--- src/rtl/mac_pkg.sv ---
package mac_pkg;
  typedef enum logic [2:0] {
    OP_MUL   = 3'd0,
    OP_MLA   = 3'd1,
    OP_UMULL = 3'd2,
    OP_UMLAL = 3'd3,
    OP_SMULL = 3'd4,
    OP_SMLAL = 3'd5
  } op_e;

  typedef struct packed {
    logic is_long;
    logic is_signed;
    logic do_acc;
  } ctl_t;
endpackage

--- src/rtl/mac_op_decode.sv ---
module mac_op_decode
  import mac_pkg::*;
(
  input  logic [2:0] op_i,
  output ctl_t       ctl_o
);
  always_comb begin
    ctl_o = '0;
    unique case (op_i)
      OP_MLA:   ctl_o = '{is_long: 1'b0, is_signed: 1'b0, do_acc: 1'b1};
      OP_UMULL: ctl_o = '{is_long: 1'b1, is_signed: 1'b0, do_acc: 1'b0};
      OP_UMLAL: ctl_o = '{is_long: 1'b1, is_signed: 1'b0, do_acc: 1'b1};
      OP_SMULL: ctl_o = '{is_long: 1'b1, is_signed: 1'b1, do_acc: 1'b0};
      OP_SMLAL: ctl_o = '{is_long: 1'b1, is_signed: 1'b1, do_acc: 1'b1};
      default:  ctl_o = '0; // plain multiply, including unused codes
    endcase
  end
endmodule

--- src/rtl/mac_mul_core.sv ---
module mac_mul_core #(
  parameter int W = 32,
  localparam int DW = 2 * W
) (
  input  logic          clk_i,
  input  logic          rst_ni,
  input  logic          en_i,
  input  logic [W-1:0]  a_i,
  input  logic [W-1:0]  b_i,
  input  logic          sgn_i,
  output logic [DW-1:0] prod_o
);
  logic [W-1:0] opnd [2];
  logic [W:0]   ext  [2];

  assign opnd[0] = a_i;
  assign opnd[1] = b_i;

  // one extra top bit: sign copy for signed, zero for unsigned
  for (genvar i = 0; i < 2; i++) begin : g_ext
    assign ext[i] = {sgn_i & opnd[i][W-1], opnd[i]};
  end

  logic signed [DW-1:0] full;
  assign full = DW'($signed(ext[0])) * DW'($signed(ext[1]));

  always_ff @(posedge clk_i or negedge rst_ni) begin
    if (!rst_ni)   prod_o <= '0;
    else if (en_i) prod_o <= full;
  end
endmodule

--- src/rtl/mac_acc_stage.sv ---
module mac_acc_stage
  import mac_pkg::*;
#(
  parameter int W = 32,
  localparam int DW = 2 * W
) (
  input  logic [DW-1:0] prod_i,
  input  logic [DW-1:0] acc_i,
  input  ctl_t          ctl_i,
  output logic [DW-1:0] res_o,
  output logic          neg_o,
  output logic          zero_o
);
  logic [DW-1:0] sum;

  assign sum = prod_i + (ctl_i.do_acc ? acc_i : '0);

  always_comb begin
    if (ctl_i.is_long) begin
      res_o = sum;
      neg_o = sum[DW-1];
    end else begin
      res_o = {{W{1'b0}}, sum[W-1:0]};
      neg_o = sum[W-1];
    end
  end

  assign zero_o = (res_o == '0);
endmodule

--- src/rtl/mac_long_unit.sv ---
module mac_long_unit
  import mac_pkg::*;
#(
  parameter int W = 32
) (
  input  logic         clk_i,
  input  logic         rst_ni,
  input  logic         start_i,
  input  logic [2:0]   op_i,
  input  logic [W-1:0] a_i,
  input  logic [W-1:0] b_i,
  input  logic [W-1:0] acc_hi_i,
  input  logic [W-1:0] acc_lo_i,
  output logic         busy_o,
  output logic         done_o,
  output logic [W-1:0] res_hi_o,
  output logic [W-1:0] res_lo_o,
  output logic         neg_o,
  output logic         zero_o
);
  localparam int DW = 2 * W;

  ctl_t dec_ctl;
  mac_op_decode u_dec (.op_i(op_i), .ctl_o(dec_ctl));

  // stage 1: operand capture
  logic          s1_v;
  logic [W-1:0]  a_q, b_q;
  logic [DW-1:0] acc1_q;
  ctl_t          ctl1_q;
  logic          accept;

  assign accept = start_i & ~busy_o;

  always_ff @(posedge clk_i or negedge rst_ni) begin
    if (!rst_ni) begin
      s1_v   <= 1'b0;
      a_q    <= '0;
      b_q    <= '0;
      acc1_q <= '0;
      ctl1_q <= '0;
    end else begin
      s1_v <= accept;
      if (accept) begin
        a_q    <= a_i;
        b_q    <= b_i;
        acc1_q <= dec_ctl.is_long ? {acc_hi_i, acc_lo_i} : {{W{1'b0}}, acc_lo_i};
        ctl1_q <= dec_ctl;
      end
    end
  end

  // stage 2: product
  logic [DW-1:0] prod;
  logic          s2_v;
  logic [DW-1:0] acc2_q;
  ctl_t          ctl2_q;

  mac_mul_core #(.W(W)) u_mul (
    .clk_i  (clk_i),
    .rst_ni (rst_ni),
    .en_i   (s1_v),
    .a_i    (a_q),
    .b_i    (b_q),
    .sgn_i  (ctl1_q.is_signed),
    .prod_o (prod)
  );

  always_ff @(posedge clk_i or negedge rst_ni) begin
    if (!rst_ni) begin
      s2_v   <= 1'b0;
      acc2_q <= '0;
      ctl2_q <= '0;
    end else begin
      s2_v <= s1_v;
      if (s1_v) begin
        acc2_q <= acc1_q;
        ctl2_q <= ctl1_q;
      end
    end
  end

  // stage 3: accumulate, flags, result register
  logic [DW-1:0] res_d;
  logic          neg_d, zero_d;

  mac_acc_stage #(.W(W)) u_acc (
    .prod_i (prod),
    .acc_i  (acc2_q),
    .ctl_i  (ctl2_q),
    .res_o  (res_d),
    .neg_o  (neg_d),
    .zero_o (zero_d)
  );

  always_ff @(posedge clk_i or negedge rst_ni) begin
    if (!rst_ni) begin
      done_o   <= 1'b0;
      res_hi_o <= '0;
      res_lo_o <= '0;
      neg_o    <= 1'b0;
      zero_o   <= 1'b0;
    end else begin
      done_o <= s2_v;
      if (s2_v) begin
        res_hi_o <= res_d[DW-1:W];
        res_lo_o <= res_d[W-1:0];
        neg_o    <= neg_d;
        zero_o   <= zero_d;
      end
    end
  end

  assign busy_o = s1_v | s2_v;
endmodule

--- config.mk ---
export PLATFORM = sky130hd
export DESIGN_NAME = mac_long_unit
export DESIGN_NICKNAME = d
export VERILOG_FILES = /design/src/rtl/mac_pkg.sv /design/src/rtl/mac_op_decode.sv /design/src/rtl/mac_mul_core.sv /design/src/rtl/mac_acc_stage.sv /design/src/rtl/mac_long_unit.sv
export SDC_FILE = /design/constraint.sdc
export NUM_CORES = 2
export LEC_CHECK = 0
export ABC_AREA = 1
export BUFFER_PORTS_ARGS = -buffer_cell sky130_fd_sc_hd__buf_2
export CAP_MARGIN = 20
export CORE_ASPECT_RATIO = 1.1
export CORE_UTILIZATION = 42
export DETAILED_ROUTE_END_ITERATION = 6
export PLACE_DENSITY = 0.57
export SLEW_MARGIN = 15
export SYNTH_ARGS = -nofsm -noshare
export SYNTH_HDL_FRONTEND = slang
export SYNTH_SLANG_ARGS = --single-unit
--- constraint.sdc ---
create_clock -name clk_i -period 8.7 [get_ports clk_i]
set_input_delay 1.74 -clock clk_i [delete_from_list [all_inputs] [get_ports clk_i]]
set_output_delay 1.74 -clock clk_i [all_outputs]
set_load 0.1 [all_outputs]
==> flow_summary.toml <==
[flow_run]
drv_cap = 0

[global_routing]
grt_overflow = 0
met3_usage_pct = 3.21
track_usage_pct = 26.7
use_met1_pct = 34.8
grt-busiest-layer = "met2"
grt_use_met2_pct = 46.3
grt_pass1_vias = 49605
antenna_found_initial = 3
grt_pass1_wl_um = 286000
grt_max_degree = 131

[timing]
setup_viol = 0
rsz0062_at_grt = "no"
skew_ps = 36.1
fmax_ghz = 0.119
tns_ps = 0
final.period_utilization_pct = 96.4
slew_headroom_pct = 33.9
tightest_slew_ps = 989
maxSlewViolCount = 0
min_period_ps = 8380
finalHoldViolCount = 0

[worst_hold_path]
worstHoldPathCells = 2
whs_endpoint = "acc2_q[1]"
min_from = "acc1_q[1]"
hold_class = "flip-flop to flip-flop"

[worst_setup_path]
cpPeakStageDelay_ps = 800
ff2ff_path_depth = 28
ff2ff_setup_slack_ps = 320
reg2reg_from = "a_q[19]"
critPathLaunchType = "flip-flop"
endpoint_kind = "flip-flop"
worst_path_max_delay_cell = "dfrtp_1"
cpMostUsedCell = "fa_1"
critPathLaunch = "a_q[19]"
critPathMaxFanout = 23
worstReg2RegEnd = "u_mul.prod_o[49]"
setup.worst_path.class = "flip-flop to flip-flop"
cp.required_ps = 9220
arrival_ps = 8900

[synth]
synth_edf_count = 0
synth.distinct_cells = 53
ys_seq_area_share_pct = 14.2
synth_area_leaders = "fa_1 (39%), nand2_1 (16%), dfrtp_1 (14%)"
yosysTopAreaCell = "fa_1"
yosys_warnings = 0
mappedNetlistArea_sq_um = 58200
synth-seq-cells = 330
synthesis.nets = 9136
synthFlopType = "dfrtp_1"
syn_area_per_cell_sq_um = 7.65
ys_async_sr_fraction_pct = 100
synth_top_area_share_pct = 38.7
synthCells = 7601

[floorplanning]
core_area_sq_um = 137000
dieArea_sq_um = 140000
die_height_um = 392
ioPinCount = 202
num_rows = 142
die_w_um = 357
start_util_pct = 42.5

[cts]
tritoncts = "built"
cts_setup_buffers = 0
numCtsBuffers = 43
clk_latency_ps = 630
cts.sinks = 330
htreeDepth = 2
cts_buffer_depth = 3
cts-root-buf = "clkbuf_16"
cts.clk_slew.worst_paths_ps = 60

[cells_and_area]
syn_to_final_growth_pct = 7.69
layout_common_cells = "nand2_1 (2459), inv_1 (1996), fa_1 (1126)"
diodes = 0
multi_input_area_sq_um = 41100
layout_commonest_cell = "nand2_1"
fin_nets = 9161
seqCellArea_sq_um = 8270
fin_cells = 9460
nFillCells = 13839
drive_gt1_share_pct = 7.35

[drt]
drtPass1Iterations = 5
drtIter0Drc = 3211
post_drt_wl_per_cell_um = 19.1
antenna_left = 0
routed_wl_um = 181000
routed_via_density = 4.90
vias = 46391
drc = 0

[placed_design]
gp_congestion = 0.967
hpwl_um = 150000
port_buffers = 201
dp_cells = 9381

[run_status]
status = "finished, final reports clean"
[timing repair]
item | CTS | global route
hold buffers | 0 | 0
endpoints found under the setup margin | 0 | 3
gates resized for setup | 0 | 5
[per-layer routing]
layer,wire length [um],vias up
met1,77300,23196
li1,-,21678
met2,88000,1250
met3,9640,265
met5,10,-
met4,5990,2
[layout make-up]
| class | count | area share, % |
|---|---|---|
| clock buffers | 57 | 1.91 |
| multi-input cells | 4914 | 65.5 |
| well taps | 1800 | 3.59 |
| flip-flops and latches | 330 | 13.2 |
| clock inverters | 22 | 0.457 |
| repair buffers | 323 | 3.20 |
| inverters | 2014 | 12.1 |
[worst max-delay path: cells and delay by family (launching register included)]
kind	cells	cell delay [ps]
fa+ha+maj	9	4570
compound gates	4	1130
simple gates	7	1120
flops	1	800
buf+inv	8	670
[how the worst max path moves through the flow]
stage,endpoint,slack (ps),cells past startpoint
after floorplan,u_mul.prod_o[57],1410,26
after global placement,u_mul.prod_o[53],310,28
after detailed placement,u_mul.prod_o[49],280,27
after CTS,u_mul.prod_o[49],290,27
after global routing,u_mul.prod_o[63],4,26
final,u_mul.prod_o[49],320,28
[synth_stat cells, types with 28 or more instances]
cell,number
a21oi_1,130
clkbuf_1,326
dfrtp_1,330
fa_1,1126
ha_1,275
inv_1,1999
nand2_1,2460
nand2_2,32
nand3_1,134
nand4_1,33
nor2_1,230
nor2_2,40
o21ai_0,171
o22ai_1,28
or2_2,28
xnor2_1,54
[state kept, by name, indices dropped and copies added (netlist names), 2 cells and up]
signal / cells
a_q: 32
acc1_q: 64
acc2_q: 64
b_q: 32
ctl1_q: 3
ctl2_q: 2
res_hi_o: 32
res_lo_o: 32
u_mul.prod_o: 64
[logic make-up (layout without fill, tap and decap cells)]
family                   Yosys count  in the layout  share of synthesized area [%]
AO/OA/AOI/OAI                    410            410                           3.91
buffers and inverters           2357           2416                           15.2
adder cells (fa/ha/maj)         1401           1401                           44.7
flip-flops                       330            330                           14.2
AND/OR/NAND/NOR                 3028           3028                           20.9
XOR/XNOR                          75             75                           1.13
[through the flow]
step                      worst slack (ps)  utilization [%]  hold WS, ps  area (sq um)
final                                  316             45.8          468         62700
after global routing                  3.65             45.8          487         62700
after CTS                              287             45.8          469         62700
after detailed placement               275             44.7          460         61200
after global placement                 315             44.7          457         61200
after floorplan                       1410                -          379         58200
Power is left out: the tool's default activity adds up to more than one toggle a clock period on the data nets, which glitch-free logic cannot reach.
